`src/rtl/apc_pkg.sv`:
```
package apc_pkg;
  localparam int unsigned WIDX_W = 4;
  localparam logic [WIDX_W-1:0] W_OUT_SET = 4'd0;
  localparam logic [WIDX_W-1:0] W_OUT_CLR = 4'd1;
  localparam logic [WIDX_W-1:0] W_DIR_OUT = 4'd2;
  localparam logic [WIDX_W-1:0] W_DIR_IN  = 4'd3;
  localparam logic [WIDX_W-1:0] W_EN_SET  = 4'd4;
  localparam logic [WIDX_W-1:0] W_EN_CLR  = 4'd5;
  localparam logic [WIDX_W-1:0] W_EDGE    = 4'd6;
  localparam logic [WIDX_W-1:0] W_LEVEL   = 4'd7;
  localparam logic [WIDX_W-1:0] W_POL_SET = 4'd8;
  localparam logic [WIDX_W-1:0] W_POL_CLR = 4'd9;
  localparam logic [WIDX_W-1:0] W_ANY_SET = 4'd10;
  localparam logic [WIDX_W-1:0] W_ANY_CLR = 4'd11;
  localparam logic [WIDX_W-1:0] W_ACK     = 4'd12;
  localparam logic [WIDX_W-1:0] W_MODE    = 4'd13;
endpackage

```
`src/rtl/apc_setclr_reg.sv`:
```
module apc_setclr_reg #(
  parameter int unsigned W = 32
) (
  input  logic         clk,
  input  logic         rst_n,
  input  logic         set_hit,
  input  logic         clr_hit,
  input  logic [W-1:0] data,
  output logic [W-1:0] q
);
  always_ff @(posedge clk or negedge rst_n) begin
    if (!rst_n)       q <= '0;
    else if (set_hit) q <= q | data;
    else if (clr_hit) q <= q & ~data;
  end
endmodule

```
`src/rtl/apc_sync.sv`:
```
module apc_sync #(
  parameter int unsigned W = 32
) (
  input  logic         clk,
  input  logic         rst_n,
  input  logic [W-1:0] d,
  output logic [W-1:0] q
);
  logic [W-1:0] stage1;
  always_ff @(posedge clk or negedge rst_n) begin
    if (!rst_n) begin
      stage1 <= '0;
      q      <= '0;
    end else begin
      stage1 <= d;
      q      <= stage1;
    end
  end
endmodule

```
`src/rtl/apc_pin_irq.sv`:
```
module apc_pin_irq (
  input  logic clk,
  input  logic rst_n,
  input  logic s,
  input  logic edge_mode,
  input  logic pol,
  input  logic any,
  input  logic ack,
  output logic status
);
  logic prev_q, latch_q, rise, fall, hit;

  assign rise = s & ~prev_q;
  assign fall = ~s & prev_q;
  assign hit  = any ? (rise | fall) : (pol ? rise : fall);

  always_ff @(posedge clk or negedge rst_n) begin
    if (!rst_n) begin
      prev_q  <= 1'b0;
      latch_q <= 1'b0;
    end else begin
      prev_q  <= s;
      latch_q <= edge_mode & ((latch_q & ~ack) | hit);
    end
  end

  assign status = edge_mode ? latch_q : (s == pol);


  latch_hold_chk: assert property (@(posedge clk) disable iff (!rst_n)
    (edge_mode && latch_q && !ack) |=> latch_q);


  level_nolatch_chk: assert property (@(posedge clk) disable iff (!rst_n)
    !edge_mode |=> !latch_q);
endmodule

```
`src/rtl/apb_pin_ctrl.sv`:
```
module apb_pin_ctrl
  import apc_pkg::*;
#(
  parameter int unsigned NPINS = 32,
  parameter int unsigned AW    = 6
) (
  input  logic             pclk,
  input  logic             presetn,
  input  logic             psel,
  input  logic             penable,
  input  logic             pwrite,
  input  logic [AW-1:0]    paddr,
  input  logic [31:0]      pwdata,
  output logic [31:0]      prdata,
  output logic             pready,
  input  logic [NPINS-1:0] pin_in,
  output logic [NPINS-1:0] pin_out,
  output logic [NPINS-1:0] pin_oe,
  output logic             irq
);
  logic [WIDX_W-1:0] widx;
  logic              wr;
  logic [NPINS-1:0]  wdat, en_q, edge_q, pol_q, any_q, sync_q, status, src;
  logic              mode_q;
  logic [1:0]        unused_lsb;

  assign unused_lsb = paddr[1:0];
  assign widx   = paddr[AW-1:2];
  assign wr     = psel & penable & pwrite;
  assign wdat   = pwdata[NPINS-1:0];
  assign pready = 1'b1;

  apc_setclr_reg #(.W(NPINS)) u_out (.clk(pclk), .rst_n(presetn),
    .set_hit(wr && widx == W_OUT_SET), .clr_hit(wr && widx == W_OUT_CLR),
    .data(wdat), .q(pin_out));
  apc_setclr_reg #(.W(NPINS)) u_dir (.clk(pclk), .rst_n(presetn),
    .set_hit(wr && widx == W_DIR_OUT), .clr_hit(wr && widx == W_DIR_IN),
    .data(wdat), .q(pin_oe));
  apc_setclr_reg #(.W(NPINS)) u_en (.clk(pclk), .rst_n(presetn),
    .set_hit(wr && widx == W_EN_SET), .clr_hit(wr && widx == W_EN_CLR),
    .data(wdat), .q(en_q));
  apc_setclr_reg #(.W(NPINS)) u_edge (.clk(pclk), .rst_n(presetn),
    .set_hit(wr && widx == W_EDGE), .clr_hit(wr && widx == W_LEVEL),
    .data(wdat), .q(edge_q));
  apc_setclr_reg #(.W(NPINS)) u_pol (.clk(pclk), .rst_n(presetn),
    .set_hit(wr && widx == W_POL_SET), .clr_hit(wr && widx == W_POL_CLR),
    .data(wdat), .q(pol_q));
  apc_setclr_reg #(.W(NPINS)) u_any (.clk(pclk), .rst_n(presetn),
    .set_hit(wr && widx == W_ANY_SET), .clr_hit(wr && widx == W_ANY_CLR),
    .data(wdat), .q(any_q));

  always_ff @(posedge pclk or negedge presetn) begin
    if (!presetn)                 mode_q <= 1'b0;
    else if (wr && widx == W_MODE) mode_q <= pwdata[0];
  end

  assign src = mode_q ? pin_out : pin_in;

  apc_sync #(.W(NPINS)) u_sync (.clk(pclk), .rst_n(presetn), .d(src), .q(sync_q));

  for (genvar i = 0; i < NPINS; i++) begin : g_pin
    apc_pin_irq u_irq (
      .clk(pclk), .rst_n(presetn), .s(sync_q[i]),
      .edge_mode(edge_q[i]), .pol(pol_q[i]), .any(any_q[i]),
      .ack(wr && widx == W_ACK && wdat[i]),
      .status(status[i]));
  end

  assign irq = |(status & en_q);

  always_comb begin
    prdata = '0;
    if (psel) begin
      unique case (widx)
        W_OUT_SET:            prdata = 32'(sync_q);
        W_OUT_CLR:            prdata = 32'(status);
        W_DIR_OUT, W_DIR_IN:  prdata = 32'(pin_oe);
        W_EN_SET, W_EN_CLR:   prdata = 32'(en_q);
        W_EDGE, W_LEVEL:      prdata = 32'(edge_q);
        W_POL_SET, W_POL_CLR: prdata = 32'(pol_q);
        W_ANY_SET, W_ANY_CLR: prdata = 32'(any_q);
        W_MODE:               prdata = {31'd0, mode_q};
        default:              prdata = '0;
      endcase
    end
  end


  out_set_chk: assert property (@(posedge pclk) disable iff (!presetn)
    (wr && widx == W_OUT_SET) |=> ((pin_out & $past(wdat)) == $past(wdat)));


  dir_set_chk: assert property (@(posedge pclk) disable iff (!presetn)
    (wr && widx == W_DIR_OUT) |=> ((pin_oe & $past(wdat)) == $past(wdat)));


  masked_quiet_chk: assert property (@(posedge pclk) disable iff (!presetn)
    (en_q == '0) |-> !irq);


  dir_clr_chk: assert property (@(posedge pclk) disable iff (!presetn)
    (wr && widx == W_DIR_IN) |=> ((pin_oe & $past(wdat)) == '0));
endmodule

```
`config.mk`:
```
export PLATFORM = sky130hd
export DESIGN_NAME = apb_pin_ctrl
export DESIGN_NICKNAME = d
export VERILOG_FILES = /design/src/rtl/apc_pkg.sv /design/src/rtl/apc_setclr_reg.sv /design/src/rtl/apc_sync.sv /design/src/rtl/apc_pin_irq.sv /design/src/rtl/apb_pin_ctrl.sv
export SDC_FILE = /design/constraint.sdc
export NUM_CORES = 1
export LEC_CHECK = 0
export BUFFER_PORTS_ARGS = -buffer_cell sky130_fd_sc_hd__buf_4
export CAP_MARGIN = 20
export CORE_MARGIN = 2
export CORE_UTILIZATION = 45
export CTS_BUF_LIST = sky130_fd_sc_hd__clkbuf_16
export DETAILED_ROUTE_END_ITERATION = 7
export GPL_TIMING_DRIVEN = 0
export HOLD_SLACK_MARGIN = 0.15
export SLEW_MARGIN = 25
export SYNTH_ARGS = -nofsm -noshare
export SYNTH_HDL_FRONTEND = slang
export SYNTH_HIERARCHICAL = 1
export SYNTH_SLANG_ARGS = --single-unit
```
`constraint.sdc`:
```
create_clock -name pclk -period 2.5 [get_ports pclk]
set_input_delay 0.375 -clock pclk [delete_from_list [all_inputs] [get_ports pclk]]
set_output_delay 0.375 -clock pclk [all_outputs]
set_load 0.02 [all_outputs]
```
==> flow_summary.yaml <==
logic_synthesis:
  synth_area_um2: 16500
  synth_nets: 1662
  yosysWarningCount: 6
  synth-compound-area-share_pct: 20.7
  synth_top_area_share_pct: 48.8
  synth_cells: 1523
  synth_flop_cell: "dfrtp_1"
  async_flop_share_pct: 100
  yosysTopAreaCell: "dfrtp_1"
  synth_edf_count: 0
  synth_most_common_cell: "dfrtp_1"
  synth_seq_cells: 321
  muxShareOfSynthArea_pct: 5.20
  synth.yosys.seq_area_share_pct: 48.8
  synth_top_family_by_area: "compound AO/OA/AOI/OAI gates"
  avgSynthCellArea_um2: 10.8
  synthTopCellsByArea: "dfrtp_1 (49%), a22o_1 (11%), nand2_1 (6.4%), ha_1 (4.9%), nor2b_4 (2.8%)"
  synth-simple-area-share_pct: 13.6
  synthAdderAreaFrac_pct: 4.86
  synth.distinct_cells: 49
  synth_common_cells: "dfrtp_1 (321), nand2_1 (282), a22o_1 (207)"
  synth_xor_area_share_pct: 1.70
timing:
  fin_skew_ns: 0.0165
  worst_slew_pin_slew_ns: 1.07
  maxSlewViolCount: 0
  fin_crit_sh_pct: 111
  hold_violations: 0
  setup_viol: 6
  relSlewSlack_pct: 28.0
  fin_crit_ns: 2.78
  timing.fmax_mhz: 360
  rsz0062_at_grt: "true"
  setup_ws_ns: -0.281
detailed_routing:
  vias: 13200
  ant_nets: 0
  drt_iter0_drc: 1188
  wl_um: 52700
  viasPerCell: 5.75
  drc: 0
  drt-wirelength-per-cell_um: 23.0
  firstDrtPassIters: 6
clock_network:
  clk_path_buf_depth: 3
  clk_pin_slew_ns: 0.06
  clk_latency_ns: 0.55
  h-tree-depth: 2
  numCtsBuffers: 39
  cts_root_buf: "clkbuf_16"
  cts_tree: "done"
  cts.sinks: 321
grt:
  antenna_found_initial: 0
  grt_max_degree: 86
  overflow: 0
  grt_use_total_pct: 27.9
  first_global_vias: 12900
  grt_pass1_wl_um: 79800
floorplanning:
  die_area_um2: 38100
  fp.dieH_um: 195
  initial_utilization_pct: 45.3
  die_x_um: 195
  rows: 70
  core_area_um2: 36300
  io_pins: 173
critical_path:
  worst_ep_arrival_time_ns: 2.41
  startpoint_type: "register"
  cp.required_ns: 2.12
  endpoint_kind: "output pin"
  worstPathMaxFanout: 4
  r2r_slack_ns: 0.63
  path_class: "register to output pin"
cells_and_area:
  stdcell_count: 2295
  nFillCells: 3094
  seq_area_um2: 8070
  multiInputGateArea_um2: 7770
  n_antenna_cell: 0
  final_nets: 1937
  synthToLayoutAreaGrowth_pct: 24.6
  drive_gt1_share_pct: 26.9
placed_design:
  dp_cells: 2162
  hpwlAfterDp_um: 35900
  gp_congestion: 0.906
  preCtsSetupSlack_ns: -0.375
  port_buffers: 167
power:
  swShare_pct: 30.1
  irDropWorstVdd_mv: 0.443
  p_int_w: 0.0106
  comb_power_share_pct: 19.4
  p_seq_share_pct: 43.5
  net-switching-power_w: 0.00458
  p_clk_share_pct: 37.2
  powerDensity_nw_per_um2: 741
  p_leak_nw: 9.30
run_status:
  violations: "setup timing"
  status: "complete, but fails checks"
flow_run:
  cap_viol_max_count: 0
min_path:
  hold_class: "input pin to register"
[final timing paths]
check | start | endpoint | depth (start not counted)
min reg2reg | u_sync/stage1[6] | u_sync/q[6] | 0
max | register | irq | 6
max in group asynchronous | presetn | u_sync/q[23] | 4
max reg2reg | mode_q | u_sync/stage1[9] | 2
min in group asynchronous | presetn | asynchronous set/reset pin | 2
min | pwdata[2] | register | 2
[layout by cell type, fill, tap and decap left out, types with 5 or more instances in the layout]
master         Yosys  final
a21oi_1            6      6
a21oi_2           32     32
a222oi_1          16     16
a22o_1           207    207
a22oi_1           53     47
a22oi_2            0      6
a31oi_1           29     26
and2_1            38     37
buf_2             30     28
buf_4             13    191
buf_6             28     32
bufinv_16          0      5
clkbuf_1           8      5
clkbuf_16          0     39
clkinv_1           0      8
clkinv_2           0      6
dfrtp_1          321    291
dfrtp_2            0     30
dlygate4sd3_1      0     48
ha_1              64     64
inv_1             65     72
mux2_2            36     36
mux2i_1           45     45
nand2_1          282    282
nor2_1            58     56
nor2b_4           34     34
o21ai_0           11     11
o21ai_1           64     47
o21ai_2            0     17
xor2_1            32     28
[kinds of logic after synthesis]
group,after synthesis
simple gates,444
compound gates,436
flops,321
buf+inv,144
mux,81
fa+ha+maj,64
xor+xnor,32
other cells,1
[critical path: stages, from the launching register on]
cell and delay [ns]:
dfrtp_1 0.44, xor2_1 0.17, o21ai_1 0.13, a22oi_2 0.28
nand4_1 0.11, or4_4 0.56, buf_6 0.16
[metal layers]
metal / wire [µm] / global-route usage [%]
met1: 23300 / 39.5
met2: 23500 / 42.7
met5: 0 / 0
met4: 2100 / 11.7
met3: 3710 / 4.34
[what timing repair did]
action	CTS	global route
endpoints found under the hold margin	279	0
setup buffers	10	6
pin swaps	16	17
setup endpoints to repair	22	12
resized for setup	43	34
hold buffers	48	0
[power groups by stage]
| stage | registers (W) | logic, W | clock network [W] |
|---|---|---|---|
| global placement | 0.00664 | 0.00264 | 0 |
| floorplan | 0.00659 | 0.00151 | 0 |
| finish | 0.00660 | 0.00294 | 0.00565 |
| detailed placement | 0.00665 | 0.00273 | 0 |
| CTS | 0.00657 | 0.00290 | 0.00574 |
| global route | 0.00670 | 0.00318 | 0.00595 |
[through the flow]
step | util (%) | TNS [ns] | power (W) | hold slack [ns] | instance area (µm²)
final | 56.4 | -0.558 | 0.0152 | 0.164 | 20500
after global routing | 56.4 | -0.619 | 0.0158 | 0.171 | 20500
after CTS | 56.0 | -0.570 | 0.0152 | 0.150 | 20400
after detailed placement | 50.7 | -28.91 | 0.00938 | 0.269 | 18400
after global placement | 50.3 | -686.09 | 0.00928 | 0.332 | 18300
after floorplan | - | 0 | 0.00810 | 0.0794 | 16500
[cell type report]
cell class	instances	area share, %
Clock buffer	39	4.76
Buffer	78	2.91
Inverter	65	1.21
Timing Repair Buffer	235	9.69
Tap cell	468	2.86
Clock inverter	31	1.34
Multi-Input combinational cell	1058	37.9
Sequential cell	321	39.4
Note: power is estimated with default switching activity, not from simulation.
